<file path="src/rtl/ct_pkg.sv">
package ct_pkg;
  localparam logic [7:0] CSR_ADDR = 8'h08;
  localparam logic [7:0] CNT_ADDR = 8'h09;

  localparam int BIT_OVF_F  = 7;
  localparam int BIT_RTI_F  = 6;
  localparam int BIT_OVF_EN = 5;
  localparam int BIT_RTI_EN = 4;

  // True when the low n bits of v are all ones (the next increment carries out of them).
  function automatic logic low_ones(input logic [31:0] v, input int unsigned n);
    logic [31:0] m;
    m = (n >= 32) ? '1 : ((32'd1 << n) - 32'd1);
    return (v & m) == m;
  endfunction

  // Packs the control/status fields into the byte seen by software.
  function automatic logic [7:0] csr_pack(input logic ovf_f, input logic rti_f,
                                          input logic ovf_en, input logic rti_en,
                                          input logic [1:0] sel);
    logic [7:0] r;
    r = '0;
    r[BIT_OVF_F]  = ovf_f;
    r[BIT_RTI_F]  = rti_f;
    r[BIT_OVF_EN] = ovf_en;
    r[BIT_RTI_EN] = rti_en;
    r[1:0]        = sel;
    return r;
  endfunction
endpackage

</file>
<file path="src/rtl/ct_chain.sv">
module ct_chain #(
  parameter int PRE_BITS = 2,
  parameter int CNT_BITS = 8,
  parameter int MID_BITS = 4,
  parameter int SEL_W    = 2,
  parameter int WD_BITS  = 3
) (
  input  logic                clk,
  input  logic                rst_n,
  input  logic [SEL_W-1:0]    sel,
  output logic [CNT_BITS-1:0] cnt_val,
  output logic                ovf_evt,
  output logic                rti_evt,
  output logic                wd_evt
);
  localparam int NSEL     = 1 << SEL_W;
  localparam int OVF_N    = PRE_BITS + CNT_BITS;
  localparam int RTI_BASE = OVF_N + MID_BITS;
  localparam int CHAIN_W  = RTI_BASE + (NSEL - 1) + WD_BITS;

  logic [CHAIN_W-1:0] q;
  logic [NSEL-1:0]    rti_taps;
  logic [NSEL-1:0]    wd_taps;
  logic               pre_wrap;

  always_ff @(posedge clk or negedge rst_n) begin
    if (!rst_n) q <= '0;
    else        q <= q + 1'b1;
  end

  assign cnt_val  = q[OVF_N-1:PRE_BITS];
  assign pre_wrap = ct_pkg::low_ones(32'(q), PRE_BITS);
  assign ovf_evt  = ct_pkg::low_ones(32'(q), OVF_N);

  for (genvar k = 0; k < NSEL; k++) begin : g_tap
    assign rti_taps[k] = ct_pkg::low_ones(32'(q), RTI_BASE + k);
    assign wd_taps[k]  = ct_pkg::low_ones(32'(q), RTI_BASE + k + WD_BITS);
  end

  assign rti_evt = rti_taps[sel];
  assign wd_evt  = wd_taps[sel];

  AST_CNT_HOLD: assert property (@(posedge clk) disable iff (!rst_n)
    !pre_wrap |=> $stable(cnt_val));
  AST_OVF_ROLL: assert property (@(posedge clk) disable iff (!rst_n)
    ovf_evt |=> (cnt_val == '0));
  AST_WD_IN_RTI: assert property (@(posedge clk) disable iff (!rst_n)
    wd_evt |-> rti_evt);
endmodule

</file>
<file path="src/rtl/ct_flag.sv">
module ct_flag (
  input  logic clk,
  input  logic rst_n,
  input  logic set_evt,
  input  logic clr_req,
  output logic flag
);
  always_ff @(posedge clk or negedge rst_n) begin
    if (!rst_n)       flag <= 1'b0;
    else if (set_evt) flag <= 1'b1;
    else if (clr_req) flag <= 1'b0;
  end

  AST_FLAG_SET_WINS: assert property (@(posedge clk) disable iff (!rst_n)
    (set_evt && clr_req) |=> flag);
  AST_FLAG_HOLD: assert property (@(posedge clk) disable iff (!rst_n)
    (flag && !clr_req) |=> flag);
  AST_FLAG_DROP: assert property (@(posedge clk) disable iff (!rst_n)
    (!set_evt && clr_req) |=> !flag);
endmodule

</file>
<file path="src/rtl/core_timer.sv">
module core_timer #(
  parameter int PRE_BITS = 2,
  parameter int CNT_BITS = 8,
  parameter int MID_BITS = 4,
  parameter int WD_BITS  = 3
) (
  input  logic       clk,
  input  logic       rst_n,
  input  logic [7:0] addr,
  input  logic [7:0] wdata,
  input  logic       wr_en,
  output logic [7:0] rdata,
  output logic       irq,
  output logic       wd_tick
);
  localparam int SEL_W = 2;

  logic [CNT_BITS-1:0] cnt_val;
  logic ovf_evt, rti_evt, wd_evt;
  logic ovf_flag, rti_flag;
  logic ovf_en, rti_en;
  logic [SEL_W-1:0] sel;
  logic csr_wr, ovf_clr, rti_clr;
  logic unused_wdata;

  assign unused_wdata = ^wdata[3:2];

  ct_chain #(
    .PRE_BITS(PRE_BITS), .CNT_BITS(CNT_BITS), .MID_BITS(MID_BITS),
    .SEL_W(SEL_W), .WD_BITS(WD_BITS)
  ) u_chain (
    .clk(clk), .rst_n(rst_n), .sel(sel), .cnt_val(cnt_val),
    .ovf_evt(ovf_evt), .rti_evt(rti_evt), .wd_evt(wd_evt)
  );

  assign csr_wr  = wr_en && (addr == ct_pkg::CSR_ADDR);
  assign ovf_clr = csr_wr && !wdata[ct_pkg::BIT_OVF_F];
  assign rti_clr = csr_wr && !wdata[ct_pkg::BIT_RTI_F];

  ct_flag u_ovf (.clk(clk), .rst_n(rst_n), .set_evt(ovf_evt), .clr_req(ovf_clr), .flag(ovf_flag));
  ct_flag u_rti (.clk(clk), .rst_n(rst_n), .set_evt(rti_evt), .clr_req(rti_clr), .flag(rti_flag));

  always_ff @(posedge clk or negedge rst_n) begin
    if (!rst_n) begin
      ovf_en  <= 1'b0;
      rti_en  <= 1'b0;
      sel     <= '0;
      wd_tick <= 1'b0;
    end else begin
      wd_tick <= wd_evt;
      if (csr_wr) begin
        ovf_en <= wdata[ct_pkg::BIT_OVF_EN];
        rti_en <= wdata[ct_pkg::BIT_RTI_EN];
        sel    <= wdata[SEL_W-1:0];
      end
    end
  end

  always_comb begin
    rdata = '0;
    if (addr == ct_pkg::CSR_ADDR)
      rdata = ct_pkg::csr_pack(ovf_flag, rti_flag, ovf_en, rti_en, sel);
    else if (addr == ct_pkg::CNT_ADDR)
      rdata = 8'(cnt_val);
  end

  assign irq = (ovf_flag & ovf_en) | (rti_flag & rti_en);

  AST_WD_PULSE: assert property (@(posedge clk) disable iff (!rst_n)
    wd_tick |=> !wd_tick);
  AST_WD_WITH_RTI: assert property (@(posedge clk) disable iff (!rst_n)
    wd_tick |-> rti_flag);
  AST_IRQ_QUIET: assert property (@(posedge clk) disable iff (!rst_n)
    (!ovf_flag && !rti_flag) |-> !irq);
  AST_CTRL_STABLE: assert property (@(posedge clk) disable iff (!rst_n)
    !csr_wr |=> ($stable(sel) && $stable(ovf_en) && $stable(rti_en)));
endmodule

</file>
<file path="config.mk">
export PLATFORM = sky130hd
export DESIGN_NAME = core_timer
export DESIGN_NICKNAME = d
export VERILOG_FILES = /design/src/rtl/ct_pkg.sv /design/src/rtl/ct_chain.sv /design/src/rtl/ct_flag.sv /design/src/rtl/core_timer.sv
export SDC_FILE = /design/constraint.sdc
export NUM_CORES = 1
export LEC_CHECK = 0
export ABC_AREA = 1
export BUFFER_PORTS_ARGS = -buffer_cell sky130_fd_sc_hd__buf_2
export CAP_MARGIN = 15
export CELL_PAD_IN_SITES_DETAIL_PLACEMENT = 1
export CELL_PAD_IN_SITES_GLOBAL_PLACEMENT = 1
export CORE_MARGIN = 2
export CORE_UTILIZATION = 40
export CTS_BUF_LIST = sky130_fd_sc_hd__clkbuf_8
export DETAILED_ROUTE_END_ITERATION = 6
export PLACE_DENSITY_LB_ADDON = 0.1
export SYNTH_ARGS = -nofsm -noshare
export SYNTH_HDL_FRONTEND = slang
export SYNTH_SLANG_ARGS = --single-unit
</file>
<file path="constraint.sdc">
create_clock -name clk -period 1.9 [get_ports clk]
set_clock_uncertainty 0.1 [all_clocks]
set_input_delay 0.57 -clock clk [delete_from_list [all_inputs] [get_ports clk]]
set_output_delay 0.57 -clock clk [all_outputs]
set_load 0.01 [all_outputs]
</file>
==> impl_summary.txt <==
----------------------------------------------------
[Clock network]
  Clock transition at the register clock pins on the worst setup and hold paths after CTS ... 0.09 ns
  Clock sink count ... 27
  Clock Root Buffer ... clkbuf_8
  Clock buffer depth ... 2
  CTS tree ... yes
  Number of hold-repair buffers added at the cts stage ... 0
  Number of buffers inserted during clock tree synthesis ... 3
  Number of levels in the clock H-tree ... 1
  Clock latency of the later-clocked register in the worst-skew pair ... 0.27 ns

[Logic synthesis]
  Mean post-synth cell area ... 7.92 um^2
  Netlist Area Pre-Place ... 1450 um^2
  Part of the Yosys area used for sequential elements ... 46.6%
  Dominant combinational cell family by area after synthesis ... simple AND/OR/NAND/NOR gates
  Post-synthesis compound-gate area fraction ... 5.27%
  Number of cells produced by synthesis ... 183
  Cell taking the most area after synthesis ... dfrtp_1
  Post-synthesis share of cell area spent on xor and xnor gates ... 8.46%
  Ranking of synthesized cells by area ... dfrtp_1 (47%), nand2_1 (15%), xor2_1 (7.9%)
  Post-Synth Simple-Gate Area ... 31.8%
  Post-synthesis cell type count ... 24
  Portion of synthesized cell area occupied by the leading cell type ... 46.6%
  Post-Synthesis Net Count ... 203
  Yosys warning total ... 0
  Synth Register Bits ... 27
  Multiplexer share of the synthesized area ... 0%
  Arithmetic-cell share of the synthesized area counting full adders, half adders and majority gates ... 0.864%

[Timing]
  Setup repair after global routing missed its margin ... yes
  Hold Vio Cnt, Final ... 0
  Period utilisation layout ... 110%
  Highest clock rate ... 0.477 GHz
  Number of failing setup endpoints in the final timing report ... 8
  Max-slew violations ... 0
  Measured slew at the worst slew-check pin ... 0.624 ns
  Final period demand of the worst path ... 2.10 ns
  Crit path setup slack, layout ... -0.198 ns
  Post-route worst hold slack ... 0.201 ns
  Normalized max-slew margin ... 58.4%

[Run status]
  Failing checks ... setup timing
  Outcome ... complete, but fails checks

[Critical path]
  Crit Path Max Fanout ... 8
  Worst Path Arrival ... 1.43 ns
  Critical path class ... in -> out
  Kind of start point of the critical path ... input pin
  Cell seen most often among critical-path stages ... buf_6
  Crit-path slowest cell ... buf_6
  Crit path from ... addr[2]
  Reg2Reg Setup Slack ... 0.47 ns
  R2r worst-path depth ... 8
  Required time of the critical path ... 1.23 ns
  Max stage delay on crit path ... 0.19 ns
  Critical Path Sink Type ... output port
  Launch instance of the worst register-to-register path ... u_chain.q[0]
  Reg2Reg Capture Point ... u_chain.q[18]
  Critical path cell sequence ... buf_6 > nor2_4 > nand4_1 > buf_6 > o21ai_1 > buf_2

[GRT]
  Total congestion overflow ... 0
  GRT Util Overall ... 20.3%
  Antenna violations before repair ... 0
  Maximum number of pins on one net before global-route repair ... 28
  Via count of the first global-routing pass ... 1403
  Wire length of the first global-routing pass ... 6500 um

[Placed design]
  Routability Congestion ... 0.774
  HPWL after DPL ... 2860 um
  Buffers added on ports ... 26

[Routing]
  Detailed Route Iter0 Violations ... 45
  Remaining number of nets flagged by the antenna check after routing ... 0
  Number of iterations in the first detailed-routing pass ... 4
  WL per Instance ... 14.5 um
  Mean number of vias per cell ... 4.88
  Routed Wire Length ... 3810 um
  Total via count after detailed routing ... 1283
  Drc violations ... 0

[Finish]
  Post-synthesis to final-layout area growth ... 27.0%
  Fraction of final layout cells with drive strength greater than 1 ... 28.6%
  Finished Core Util ... 53.9%
  Antenna fix cells ... 0
  Number of nets at the end of the flow ... 238
  Fillers ... 436

[Power]
  Total power density per cell area ... 537 nW/um^2
  Peak supply drop ... 327 uV
  Static power due to leakage ... 0.000933 uW
  Total chip power ... 988 uW

[Run]
  Count of maximum capacitance violations ... 0

[Die]
  Overall die height ... 64.2 um
  Top-Level Pins ... 29
  Placement Rows ... 21
  DIE WIDTH ... 64.2 um
  Overall die area ... 4120 um^2
  Area of the core ... 3420 um^2
  Initial cell density of the core ... 42.4%

[Hold path]
  Min-delay worst type ... in -> async

----------------------------------------------------
-- metal layers --
layer	wire [um]	vias up	GRT usage, %
met5	0	-	0
met4	43	0	4.26
met3	88	6	4.05
met2	1900	18	35.7
met1	1780	632	25.9
li1	-	627	-
-- timing repair --
action                                  4_1_cts  5_1_grt
pin swaps                                    11       11
buffers inserted                              2        0
endpoints found under the setup margin        8        8
resized for setup                            26       11
gates cloned                                  0        0
-- registers in the layout, indices dropped and copies added, names as in the netlist --
register    count
ovf_en          1
rti_en          1
wd_tick         1
sel             2
u_rti.flag      1
u_ovf.flag      1
u_chain.q      20
-- cell families after synthesis --
logic type,after synthesis
compound gates,13
xor+xnor,14
fa+ha+maj,1
buf+inv,26
flops,27
simple gates,102
-- placed cells by master, fill, tap and decap left out --
cell type / netlist / layout
clkbuf_8: 0 / 3
nand3b_1: 2 / 2
nand4_1: 1 / 1
a211oi_1: 1 / 1
nand2_4: 1 / 2
inv_1: 23 / 23
nand2_2: 2 / 4
ha_1: 1 / 1
a21oi_1: 3 / 3
nor2_1: 19 / 12
buf_2: 0 / 18
o21ai_1: 0 / 3
nor2_4: 2 / 8
o21ai_2: 0 / 3
a22oi_1: 1 / 1
dfrtp_1: 27 / 27
nor2_2: 5 / 6
nor3_1: 2 / 2
xor2_1: 13 / 13
o21a_1: 1 / 1
inv_2: 2 / 3
buf_6: 0 / 10
a22o_1: 1 / 1
buf_4: 1 / 3
nand3_2: 2 / 2
xnor2_1: 1 / 1
nand3_1: 10 / 10
nand2_1: 56 / 53
-- worst max-delay path: cells and delay by family --
kind	cells	cell delay (ns)
buffers and inverters	3	0.45
and+or+nand+nor	2	0.30
AOI/OAI and AO/OA	1	0.12
-- worst max path at each step --
stage               endpoint  slack (ns)
floorplan           rdata[0]       0.006
global placement    rdata[6]       -0.23
detailed placement  rdata[7]       -0.30
CTS                 rdata[6]       -0.11
global route        rdata[5]       -0.29
finish              rdata[5]       -0.20
-- stage by stage --
step	std cells	cell area, um^2	setup WS, ns	TNS [ns]
final	263	1840	-0.198	-1.34
after global routing	263	1840	-0.291	-1.94
after CTS	263	1790	-0.109	-0.784
after detailed placement	257	1650	-0.297	-1.84
after global placement	257	1650	-0.230	-1.39
after floorplan	183	1450	0.00646	0
-- cells in the mapped netlist, drive strengths merged --
cell / count
nand2: 59
dfrtp: 27
nor2: 26
inv: 25
xor2: 13
nand3: 12
o21ai: 6
a21oi: 3
nand3b: 2
nor3: 2
a211oi: 1
a22o: 1
a22oi: 1
buf: 1
ha: 1
nand4: 1
o21a: 1
xnor2: 1
-- where the power goes --
part / switching [uW] / internal (uW)
registers: 7.92 / 580
logic: 40.2 / 36.1
clock network: 179 / 145
total: 227 / 761
-- cell type report --
| type | instances | area (um^2) | area share [%] |
|---|---|---|---|
| clock buffers | 3 | 41.3 | 2.24 |
| clock inverters | 1 | 3.75 | 0.204 |
| inverters | 25 | 93.8 | 5.10 |
| multi-input cells | 130 | 743 | 40.4 |
| flip-flops and latches | 27 | 676 | 36.7 |
| well taps | 46 | 57.6 | 3.13 |
| repair buffers | 31 | 225 | 12.2 |
No activity file was read; power rests on OpenSTA's default activity.
